==> src/rtl/halt_wake_seq.sv <==
module halt_wake_seq #(
  parameter int CODE_W = 4
) (
  input  logic              clk,
  input  logic              rst_n,
  input  logic              halt_req,
  input  logic              ev_intr,
  input  logic              ev_nmi,
  input  logic              ev_init,
  input  logic              ev_reset,
  input  logic              ev_stpclk_on,
  input  logic              ev_stpclk_off,
  input  logic              ev_smi,
  input  logic              ev_flush,
  input  logic              ev_snoop,
  input  logic              ev_binit,
  input  logic              ev_hardfail,
  input  logic              ev_frcerr,
  input  logic              iret_stb,
  input  logic              rsm_stb,
  input  logic              smram_halt_restart,
  output logic              act_valid,
  output logic [CODE_W-1:0] act_code,
  output logic              halted
);

  typedef enum logic [2:0] {
    S_RUN, S_HALTED, S_IN_INTR, S_IN_SMM, S_STOPCLK, S_ACK_RETURN
  } state_t;

  localparam logic [CODE_W-1:0] A_NONE  = CODE_W'(0);
  localparam logic [CODE_W-1:0] A_INTR  = CODE_W'(1);
  localparam logic [CODE_W-1:0] A_NMI   = CODE_W'(2);
  localparam logic [CODE_W-1:0] A_RESET = CODE_W'(3);
  localparam logic [CODE_W-1:0] A_STPCK = CODE_W'(4);
  localparam logic [CODE_W-1:0] A_SMM   = CODE_W'(5);
  localparam logic [CODE_W-1:0] A_FLUSH = CODE_W'(6);
  localparam logic [CODE_W-1:0] A_SNOOP = CODE_W'(7);
  localparam logic [CODE_W-1:0] A_MCHK  = CODE_W'(8);

  state_t            st, nxt;
  logic [CODE_W-1:0] code;
  logic              mchk_ev;

  assign mchk_ev = ev_binit | ev_hardfail | ev_frcerr;

  always_comb begin
    nxt  = st;
    code = A_NONE;
    case (st)
      S_RUN:        if (halt_req) nxt = S_HALTED;
      S_HALTED: begin
        if (ev_reset || ev_init) begin code = A_RESET; nxt = S_RUN;        end
        else if (mchk_ev)        begin code = A_MCHK;  nxt = S_RUN;        end
        else if (ev_smi)         begin code = A_SMM;   nxt = S_IN_SMM;     end
        else if (ev_nmi)         begin code = A_NMI;   nxt = S_IN_INTR;    end
        else if (ev_intr)        begin code = A_INTR;  nxt = S_IN_INTR;    end
        else if (ev_stpclk_on)   begin code = A_STPCK; nxt = S_STOPCLK;    end
        else if (ev_flush)       begin code = A_FLUSH; nxt = S_ACK_RETURN; end
        else if (ev_snoop)       begin code = A_SNOOP; nxt = S_ACK_RETURN; end
      end
      S_IN_INTR:    if (iret_stb) nxt = S_RUN;
      S_IN_SMM:     if (rsm_stb) nxt = smram_halt_restart ? S_HALTED : S_RUN;
      S_STOPCLK:    if (ev_stpclk_off) nxt = S_HALTED;
      S_ACK_RETURN: nxt = S_HALTED;
      default:      nxt = S_RUN;
    endcase
  end

  always_ff @(posedge clk or negedge rst_n) begin
    if (!rst_n) begin
      st        <= S_RUN;
      act_valid <= 1'b0;
      act_code  <= A_NONE;
    end else begin
      st        <= nxt;
      act_valid <= (code != A_NONE);
      act_code  <= code;
    end
  end

  assign halted = (st == S_HALTED);

endmodule

==> config.mk <==
export PLATFORM = sky130hd
export DESIGN_NAME = halt_wake_seq
export DESIGN_NICKNAME = d
export VERILOG_FILES = /design/src/rtl/halt_wake_seq.sv
export SDC_FILE = /design/constraint.sdc
export NUM_CORES = 1
export LEC_CHECK = 0
export CORE_AREA = 10 10 49 51
export CTS_BUF_LIST = sky130_fd_sc_hd__clkbuf_8 sky130_fd_sc_hd__clkbuf_16
export CTS_CLUSTER_SIZE = 8
export DETAILED_ROUTE_END_ITERATION = 7
export DIE_AREA = 0 0 59 61
export DONT_BUFFER_PORTS = 1
export PLACE_DENSITY = 0.6
export SLEW_MARGIN = 20
export SYNTH_ARGS = -nofsm -noshare
export SYNTH_HDL_FRONTEND = slang
export SYNTH_SLANG_ARGS = --single-unit
export TNS_END_PERCENT = 20
==> constraint.sdc <==
create_clock -name clk -period 1.35 [get_ports clk]
set_input_delay 0.2025 -clock clk [delete_from_list [all_inputs] [get_ports clk]]
set_output_delay 0.2025 -clock clk [all_outputs]
set_load 0.02 [all_outputs]
==> flow_summary.json <==
{
  "status": "complete, but fails checks",
  "violations": "setup timing",
  "yosysWarningCount": 0,
  "dp.cells": 73,
  "powerDensity_mw_per_mm2": 1560,
  "fp.coreArea_mm2": 0.00147,
  "peakVddDrop_v": 0.000527,
  "diodes": 0,
  "yosys-top-cells-area": "dfrtp_1 (41%), nor2_1 (4.6%), nor3_1 (4.1%)",
  "setup-violations-final": 3,
  "min_period_ns": 1.52,
  "finalMaxSlewViolations": 0,
  "synthSimpleGateAreaFrac": 0.273,
  "wl_per_cell_um": 17.3,
  "grt_use_total": 0.0782,
  "yosys_register_bits": 8,
  "final_nets": 81,
  "row_count": 14,
  "fin_area_um2": 651,
  "drc": 0,
  "gp_congestion": 0.755,
  "max-clock-path-buffers": 2,
  "synthesis.area_um2": 494,
  "critPathArrivalTime_ns": 1.62,
  "grt_max_degree": 9,
  "tns_ns": -0.231,
  "path_cells": "nor4b_4, nand4b_1, o311ai_4, mux2_4",
  "maxCapViolCount": 0,
  "synth_top_family_by_area": "simple AND/OR/NAND/NOR gates",
  "io_buffers": 0,
  "antenna_found_initial": 0,
  "vias": 419,
  "drt_pass1_iterations": 2,
  "clock_skew_ns": 0.00135,
  "cts_root_buf": "clkbuf_8",
  "setup_slack_ns": -0.167,
  "critical_path_buf_inv_count": 0,
  "dr.max_layer_used": "met3",
  "wl_met1_um": 573,
  "min_period_over_period": 1.12,
  "syn_to_final_growth_pct": 31.6,
  "critPathTopFamily": "simple AND/OR/NAND/NOR gates",
  "synthesis.nets": 68,
  "syn_area_per_cell_um2": 9.88,
  "die_y_um": 61,
  "grt_pass1_wl_um": 2120,
  "clock-sinks": 8,
  "cts_setup_buffers": 0,
  "synth_cell_types": 30,
  "leakagePower_nw": 0.291,
  "yosysSeqAreaShare": 0.405,
  "met3_length_um": 97,
  "required_ns": 1.45,
  "synth_edf_count": 0,
  "grt-ovfl-total": 0,
  "postSynthCellCount": 50,
  "final_common_cell": "dfrtp_1",
  "ys_async_sr_fraction": 1.00,
  "rsz0062_at_grt": "yes",
  "htreeDepth": 1,
  "muxShareOfSynthArea": 0.0734,
  "finalNonFillerCells": 77,
  "die_w_um": 59,
  "synth_top_flop_cell": "dfrtp_1",
  "fmax_mhz": 659,
  "synth_top_cell_by_area": "dfrtp_1",
  "finalWirelength_um": 1340,
  "cp-end-kind": "flop",
  "ant_nets": 0,
  "start_util": 0.336,
  "mostFrequentLayoutCells": "dfrtp_1 (7), nor2_1 (6), buf_4 (6)",
  "viasPerCell": 5.44,
  "wl_met2_um": 664,
  "hold_viol": 0,
  "hold_class": "in2reg",
  "die_area_mm2": 0.00360,
  "cts_tree": "yes",
  "grt_pass1_vias": 491,
  "synthAdderAreaFrac": 0,
  "crit_slowest_cell": "dfrtp_2",
  "synth_xor_xnor_area_share": 0,
  "dp_hpwl_um": 1140,
  "io_pins": 24,
  "synth_top_area_frac": 0.405,
  "clk_latency_ns": 0.22,
  "max_stage_delay_ns": 0.44,
  "worstMarginPinSlew_ns": 0.350,
  "relSlewSlack": 0.765,
  "clk_pin_slew_ns": 0.04,
  "placed_area_um2": 589,
  "path_max_fanout": 5,
  "synth_compound_area_frac": 0.225,
  "drtIter0Drc": 2,
  "cp-start-kind": "flop",
  "cts_buffers": 3,
  "critical_path_class": "reg2reg",
  "drive_gt1_frac": 0.311
}
## timing repair
action | in CTS | in global routing
resized for setup | 5 | 0
endpoints found under the hold margin | 8 | 0
pin swaps | 0 | 1
hold buffers | 1 | 0
cloned | 0 | 0
setup endpoints to repair | 3 | 3
## layout make-up
| class | instances | area [um2] |
|---|---|---|
| clock buffer | 3 | 41.3 |
| tap | 16 | 20.0 |
| timing repair buffer | 8 | 66.3 |
| multi-input combinational | 39 | 308 |
| inverter | 3 | 13.8 |
| sequential | 8 | 201 |
| fill | 148 | 821 |
## routing by layer
metal,up-vias,track usage
li1,212,-
met1,193,0.0838
met2,14,0.117
met3,0,0.0292
met4,0,0.0721
met5,-,0
## kinds of logic (layout without fill, tap and decap cells)
family | count (synthesis) | after routing
and+or+nand+nor | 22 | 22
DFF | 8 | 8
muxes | 3 | 3
AOI/OAI and AO/OA | 14 | 14
buffers and inverters | 3 | 14
## path summary, 6_finish.rpt
path,endpoint,cells after the start,slack [ns],from
min in group asynchronous,st[0],1,0.32,rst_n
worst max register to register,st[2],4,-0.17,st[2]
worst max-delay path,st[2],4,-0.17,st[2]
max in group asynchronous,st[2],1,0.76,rst_n
worst min-delay path,act_code[3],1,0.05,ev_reset
worst min register to register,act_code[2],3,0.60,st[1]
## cell usage after synthesis (2+ instances only)
library cell / n
dfrtp_1: 8
o21ai_0: 2
a21oi_1: 2
o21bai_1: 2
inv_1: 3
nor3_1: 4
nor2_1: 6
## power by group
part / total [mW] / leakage [nW] / switching (mW) / internal, mW
Clock: 0.268 / 0.0216 / 0.0763 / 0.192
Combinational: 0.348 / 0.167 / 0.151 / 0.197
Sequential: 0.400 / 0.103 / 0.0977 / 0.302
## flip-flops by register name, summed over array words and instances, names as in the netlist
signal	flops
act_code	4
act_valid	1
st	3
## per-stage QoR
step / util / hold WS (ns) / worst slack, ns / power [mW]
finish: 0.442 / 0.0548 / -0.167 / 1.02
global route: 0.442 / 0.0493 / -0.194 / 1.07
CTS: 0.442 / 0.0500 / -0.169 / 1.03
detailed placement: 0.401 / -0.0927 / -0.179 / 0.718
global placement: 0.401 / -0.0928 / -0.102 / 0.712
floorplan: - / -0.0931 / -0.0618 / 0.590
## worst reg2reg max path, stage by stage, from the launching register on
cell,delay [ns]
dfrtp_2,0.44
nor4b_4,0.25
nand4b_1,0.24
o311ai_4,0.14
mux2_4,0.33
Note: power is estimated with default switching activity, not from simulation.
